[src/rtl/tfsm_pkg.sv]
package tfsm_pkg;

    typedef enum logic {
        TBL_NEXT = 1'b0,
        TBL_OUT  = 1'b1
    } tbl_sel_e;

    function automatic int unsigned wmax(input int unsigned a, input int unsigned b);
        return (a > b) ? a : b;
    endfunction

    function automatic int unsigned tbl_depth(input int unsigned sbits, input int unsigned ibits);
        return 32'd1 << (sbits + ibits);
    endfunction

endpackage

[src/rtl/tfsm_next_mem.sv]
module tfsm_next_mem #(
    parameter int unsigned STATE_BITS = 4,
    parameter int unsigned INPUT_BITS = 2
) (
    input  logic                             clk,
    input  logic                             rst,
    input  logic                             adv_en,
    input  logic [STATE_BITS+INPUT_BITS-1:0] rd_addr,
    input  logic                             we,
    input  logic [STATE_BITS+INPUT_BITS-1:0] waddr,
    input  logic [STATE_BITS-1:0]            wdata,
    output logic [STATE_BITS-1:0]            q
);
    localparam int unsigned DEPTH = tfsm_pkg::tbl_depth(STATE_BITS, INPUT_BITS);

    logic [STATE_BITS-1:0] mem [DEPTH];

    // write side
    always_ff @(posedge clk) begin
        if (we) begin
            mem[waddr] <= wdata;
        end
    end

    // registered read side doubles as the state register
    always_ff @(posedge clk) begin
        if (rst) begin
            q <= '0;
        end else if (adv_en) begin
            q <= mem[rd_addr];
        end
    end
endmodule

[src/rtl/tfsm_out_lut.sv]
module tfsm_out_lut #(
    parameter int unsigned ADDR_BITS   = 6,
    parameter int unsigned OUTPUT_BITS = 8
) (
    input  logic                   clk,
    input  logic [ADDR_BITS-1:0]   rd_addr,
    input  logic                   we,
    input  logic [ADDR_BITS-1:0]   waddr,
    input  logic [OUTPUT_BITS-1:0] wdata,
    output logic [OUTPUT_BITS-1:0] rd_data
);
    localparam int unsigned DEPTH = 32'd1 << ADDR_BITS;

    logic [OUTPUT_BITS-1:0] mem [DEPTH];

    always_ff @(posedge clk) begin
        if (we) begin
            mem[waddr] <= wdata;
        end
    end

    // zero-latency lookup
    assign rd_data = mem[rd_addr];
endmodule

[src/rtl/tfsm_mealy.sv]
module tfsm_mealy #(
    parameter int unsigned STATE_BITS  = 4,
    parameter int unsigned INPUT_BITS  = 2,
    parameter int unsigned OUTPUT_BITS = 8
) (
    input  logic                                                   clk,
    input  logic                                                   rst,
    input  logic                                                   adv_en,
    input  logic [INPUT_BITS-1:0]                                  sym_in,
    output logic [OUTPUT_BITS-1:0]                                 out_word,
    output logic [STATE_BITS-1:0]                                  cur_state,
    input  logic                                                   tbl_we,
    input  logic                                                   tbl_sel,
    input  logic [STATE_BITS+INPUT_BITS-1:0]                       tbl_addr,
    input  logic [tfsm_pkg::wmax(STATE_BITS, OUTPUT_BITS)-1:0]     tbl_wdata
);
    import tfsm_pkg::*;

    localparam int unsigned ADDR_BITS = STATE_BITS + INPUT_BITS;

    tbl_sel_e               sel;
    logic [ADDR_BITS-1:0]   lookup_addr;
    logic                   we_next;
    logic                   we_out;
    logic [STATE_BITS-1:0]  state_q;

    assign sel         = tbl_sel_e'(tbl_sel);
    assign we_next     = tbl_we && (sel == TBL_NEXT);
    assign we_out      = tbl_we && (sel == TBL_OUT);
    assign lookup_addr = {state_q, sym_in};

    tfsm_next_mem #(
        .STATE_BITS (STATE_BITS),
        .INPUT_BITS (INPUT_BITS)
    ) u_next (
        .clk     (clk),
        .rst     (rst),
        .adv_en  (adv_en),
        .rd_addr (lookup_addr),
        .we      (we_next),
        .waddr   (tbl_addr),
        .wdata   (tbl_wdata[STATE_BITS-1:0]),
        .q       (state_q)
    );

    tfsm_out_lut #(
        .ADDR_BITS   (ADDR_BITS),
        .OUTPUT_BITS (OUTPUT_BITS)
    ) u_out (
        .clk     (clk),
        .rd_addr (lookup_addr),
        .we      (we_out),
        .waddr   (tbl_addr),
        .wdata   (tbl_wdata[OUTPUT_BITS-1:0]),
        .rd_data (out_word)
    );

    assign cur_state = state_q;
endmodule

[config.mk]
export PLATFORM = sky130hd
export DESIGN_NAME = tfsm_mealy
export DESIGN_NICKNAME = d
export VERILOG_FILES = /design/src/rtl/tfsm_pkg.sv /design/src/rtl/tfsm_next_mem.sv /design/src/rtl/tfsm_out_lut.sv /design/src/rtl/tfsm_mealy.sv
export SDC_FILE = /design/constraint.sdc
export NUM_CORES = 1
export LEC_CHECK = 0
export BUFFER_PORTS_ARGS = -buffer_cell sky130_fd_sc_hd__buf_4
export CORE_MARGIN = 1
export CORE_UTILIZATION = 63
export DETAILED_ROUTE_END_ITERATION = 12
export GPL_TIMING_DRIVEN = 0
export PLACE_DENSITY = 0.8
export SYNTH_ARGS = -nofsm -noshare
export SYNTH_HDL_FRONTEND = slang
export SYNTH_SLANG_ARGS = --single-unit
[constraint.sdc]
create_clock -name clk -period 3.5 [get_ports clk]
set_input_delay 0.35 -clock clk [delete_from_list [all_inputs] [get_ports clk]]
set_output_delay 0.35 -clock clk [all_outputs]
set_load 0.05 [all_outputs]
# After elaboration in Yosys (flattened, before gate mapping)
# Memories as Yosys holds them, arrays and structs flattened. A register that Yosys moved wholly into a read port is not among the register bits.
# Cells that the tools add are included.
[totals] regBits=0 latch_bits=0 ramBits=768 mem_bits_ro=0 in_bits=21 output_inout_bits=12 wordCells=9 n_memories=2
[memory_table] memory="u_out.mem" words=64 width=8 read_ports=1 rd_clocked_by_memory_dff=0 write_ports=1 line="tfsm_out_lut.sv:14" rtl="logic [OUTPUT_BITS-1:0] mem [DEPTH];"
[memory_table] memory="u_next.mem" words=64 width=4 read_ports=1 rd_clocked_by_memory_dff=1 write_ports=1 line="tfsm_next_mem.sv:16" rtl="logic [STATE_BITS-1:0] mem [DEPTH];"
[classes] add_sub_neg=0 mul=0 n_div=0 order_cmp=0 n_eq_ne=0 shift=0 mux=4 bitwise_logic=1 n_reduce_logical=2
[ops] operator="$mux 1" count=4
[ops] operator="$logic_and 1x1->1" count=2
[ops] operator="$not 1->1" count=1

# Depth between registers and ports, before layout
[depth] word_depth=4 depth_mapped=9

# Hierarchy
# Synthesis repeated with hierarchy kept, for this count alone.
[unflattened] cells_unflattened=1494 area_unflattened_um2=30508.0
[by_module_without_submodules] mod="tfsm_out_lut" instances=1 cells_per_inst=932 area_per_inst_um2=20006.7 seq_area_each_um2=15374.7
[by_module_without_submodules] mod="tfsm_next_mem" instances=1 cells_per_inst=560 area_per_inst_um2=10485.1 seq_area_each_um2=7767.4
[by_module_without_submodules] mod="tfsm_mealy" instances=1 cells_per_inst=2 area_per_inst_um2=16.3 seq_area_each_um2=0.0

# Worst setup path after synthesis
# OpenSTA, ideal clock, no wires.
[synth_timing] kind="register -> output" from="register u_next.q[0], read port of u_next.mem" to="output port out_word[0]" arrival_time_ps=2688 slack_ps=462 stages_incl_launch_ff=7 path_buffers=2 cell_sequence="dfxtp_1 > clkbuf_1 > buf_2 > mux4_2 > mux2_2 > nand2_1 > o21ai_1"
[synth_between] elab_chain_len=1
[synth_lines] element="from (decl)" line="tfsm_next_mem.sv:12" rtl="output logic [STATE_BITS-1:0] q"
[synth_lines] element="$mem_v2 64x8"
[synth_lines] element="to (decl)" line="tfsm_mealy.sv:10" rtl="output logic [OUTPUT_BITS-1:0] out_word,"
# No other way between the ends.

# Final worst setup path
[layout_timing] from="input port sym_in[1]" to="output port out_word[0]"
[layout_between] elab_chain_len=1
[layout_lines] element="from (decl)" line="tfsm_mealy.sv:9" rtl="input logic [INPUT_BITS-1:0] sym_in,"
[layout_lines] element="$mem_v2 64x8"
# No other way between the ends.

==> run metrics <==
outcome finished with violations; failing checks DRC; length in cells of the worst reg-to-reg path 5; critical path endpoint category output pin; Synth Warn # 0; f_max ~290 MHz; Min-Delay Endpoint u_next.q[3]$_SDFFE_PP0P_; maximum number of buffers from clock root to sink 3; Clk pin slew, worst setup/hold paths roughly 0.06 ns; CP arrival around 3.1 ns; global-route wire length before repair roughly 100000 µm; share of total power in combinational logic between 10% and 20%; cell at the root of the clock tree clkbuf_16; Internal about 16 mW; cell area after synthesis around 30000 µm²; core box area around 47000 µm²; Sequential Power Share 50.4%; post-synthesis sequential area ratio between 70% and 80%; launching point of the worst reg2reg path u_next.q[0]$_SDFFE_PP0P_; H-tree depth reported by CTS 3; Switching Fraction 23.2%; clock network power share between 30% and 40%; number of detailed-routing iterations run before antenna repair 9; Core Rows between 70 and 80; global placement routability congestion ~0.86; total leakage power ~10 nW; Post-CTS Repair Setup Buffers 0; data required time of the critical path 3.15 ns; post-synthesis to final-layout area growth 11.4%; Worst Hold Margin ~0.089 ns; latest clock arrival within the worst-skew pair ~0.60 ns; remaining global-route overflow 0; Via-to-Cell Ratio between 7 and 8; Sink Count about 770; hold buffer count at cts 0; highest ir drop seen on vdd roughly 0.33 mV; worst setup skew after layout a little under 0.008 ns; Routed Antenna Nets 0; Relative slew margins around 5.8%; unrepaired setup endpoints after global routing true; launching element type of the critical path input pin; detailed-route wire length 72500 µm; pwr/cell area 607 nW/µm²; setup slack of the most critical reg-to-reg path 1.17 ns; Min-Delay Startpoint rst; routed via count about 15000; initial antenna violation count 1; Cells after Synth 1322; average wire length per cell after detail routing 34.8 µm; register bit total from synthesis approximately 770; pin slew with the least headroom to its limit 1.41 ns; max-cap check violation count 0; summed negative setup slack over all endpoints 0 ns; Inserted Clock Buffers 73; min Tclk post-route 3.47 ns; switching component of the power between 4 and 5 mW; number of nets in the finished design around 1400; final hold violation count 0; HP Class in -> reg; height of the die 220 µm; Finished Core Util between 70% and 80%; initial drt markers roughly 2500; Die Width 220 µm; largest net degree at the start of global routing 129; kind of critical path in -> out; Total Die Area between 40000 and 50000 µm²; number of top-level design ports 33; share of cells above drive strength 1 between 20% and 30%; hold depth 3; Post-Synthesis Net Count ~1300; critical-path maximum fanout 10; residual DRC count 6; endpoint of the worst register-to-register path u_next.q[1]$_SDFFE_PP0P_; via count of the first global-routing pass ~15000; Post-DP HPWL approximately 44000 µm; total non-filler cell area in the finished layout approximately 33000 µm²; CTS tree done; dpl cell area slightly above 30000 µm²; Port Buf Inserts 25; overall routing resource usage 31.4%; number of max-slew violations in the final report 0; number of distinct library cell variants in the gate-level netlist after synthesis 33; number of setup violations in the final report 0; Post-Syn Area per Cell 22.7 µm²; overall power about 20 mW; final worst path period share just under 100%; initial cell density of the core between 60 and 70%; number of gates resized after cts between 40 and 50
layout make-up:
cell class | instances | area [µm²]
sequential | 772 | 23100
fill | 2523 | 13300
multi-input combinational | 466 | 6500
clock buffer | 89 | 1970
tap | 607 | 759
buffer | 72 | 433
clock inverter | 40 | 409
timing repair buffer | 25 | 188
inverter | 12 | 45.0
antenna | 2 | 5.00
worst max-delay path, stage by stage:
cell      delay, ns
buf_4          0.13
clkbuf_2       0.36
clkbuf_1       0.64
mux4_2         0.44
mux4_2         0.54
mux2i_1        0.24
o21ai_1        0.17
buf_4          0.23
Yosys cell counts:
library cell / number / area [µm²]
nor2b_1: 3 / 18.8
edfxtp_1: 768 / 23100
nand3b_1: 8 / 60.1
a22o_1: 1 / 8.76
o22ai_1: 2 / 12.5
a41oi_1: 1 / 8.76
nor2_1: 137 / 514
o31ai_1: 1 / 7.51
clkbuf_1: 33 / 124
or3_1: 3 / 18.8
nand3_1: 7 / 35.0
buf_1: 9 / 33.8
o41ai_1: 1 / 8.76
nor3_1: 2 / 10.0
o311ai_0: 1 / 8.76
o21ai_1: 5 / 25.0
inv_1: 12 / 45.0
mux2_2: 5 / 56.3
nand4_1: 1 / 6.26
nand2b_1: 4 / 25.0
dfxtp_1: 4 / 80.1
o311ai_1: 1 / 8.76
buf_4: 4 / 30.0
buf_2: 22 / 110
or3b_2: 2 / 17.5
buf_6: 4 / 45.0
nand2_1: 23 / 86.3
o21ai_0: 1 / 5.00
a211o_1: 1 / 8.76
mux4_2: 239 / 5380
o32ai_1: 2 / 17.5
and2_1: 1 / 6.26
mux2i_1: 14 / 140
logic make-up after synthesis:
kind of cell	Yosys count	share of synthesized area, %
muxes	258	18.6
DFF	772	77.1
buffers and inverters	84	1.29
AOI/OAI and AO/OA	17	0.400
and+or+nand+nor	191	2.66
through the flow:
stage	worst slack, ns	std cells
floorplan	0.462	1322
global placement	-0.351	1954
detailed placement	-0.390	1954
CTS	0.00328	2083
global route	-0.0278	2083
finish	0.0286	2085
worst max-delay path by stage:
stage	slack [ns]	to	cells past startpoint	from
after global placement	-0.35	out_word[0]	9	sym_in[1]
after detailed placement	-0.39	out_word[0]	9	sym_in[1]
after floorplan	0.46	out_word[0]	6	u_next.q[0]$_SDFFE_PP0P_
after CTS	0.003	out_word[0]	6	u_next.q[0]$_SDFFE_PP0P_
after global routing	-0.03	out_word[0]	9	sym_in[0]
final	0.03	out_word[0]	8	sym_in[1]
layout by cell type, fill, tap and decap left out, drive strengths merged:
cell type and instances:
nand2 23, buf 56, nand2b 4, inv 15, dfxtp 4, clkbuf 127
clkinvlp 3, or3b 2, mux2i 14, nand3 7, mux4 239, or3 3
clkdlybuf4s15 3, edfxtp 768, o311ai 2, clkinv 26, diode 2, o41ai 1
nand4 1, o21ai 6, nor2 137, nor3 2, nand3b 8, a211o 1
and2 1, mux2 5, a22o 1, o22ai 2, nor2b 3, o31ai 1
o32ai 2, a41oi 1, bufinv 8
state kept, by name, indices dropped and copies added, names as in the netlist:
name / flops
u_out.mem: 512
u_next.mem: 256
u_next.q: 4
power by group through the flow:
stage	Sequential, mW	Clock (mW)	Combinational [mW]
6_report	10.2	7.93	2.13
5_1_grt	10.2	8.30	2.19
4_1_cts	10.2	7.96	2.11
3_5_place_dp	10.4	0	2.06
3_3_place_gp	10.4	0	2.02
2_1_floorplan	10.5	0	1.22
per-layer routing:
metal | vias to the layer above | wire length (µm) | global-route usage (%)
li1 | 5748 | - | -
met1 | 7753 | 27300 | 47.3
met2 | 1277 | 33700 | 46.5
met3 | 151 | 9330 | 7.07
met4 | 2 | 2250 | 11.0
met5 | - | 13 | 0
No activity file was read; power rests on OpenSTA's default activity.
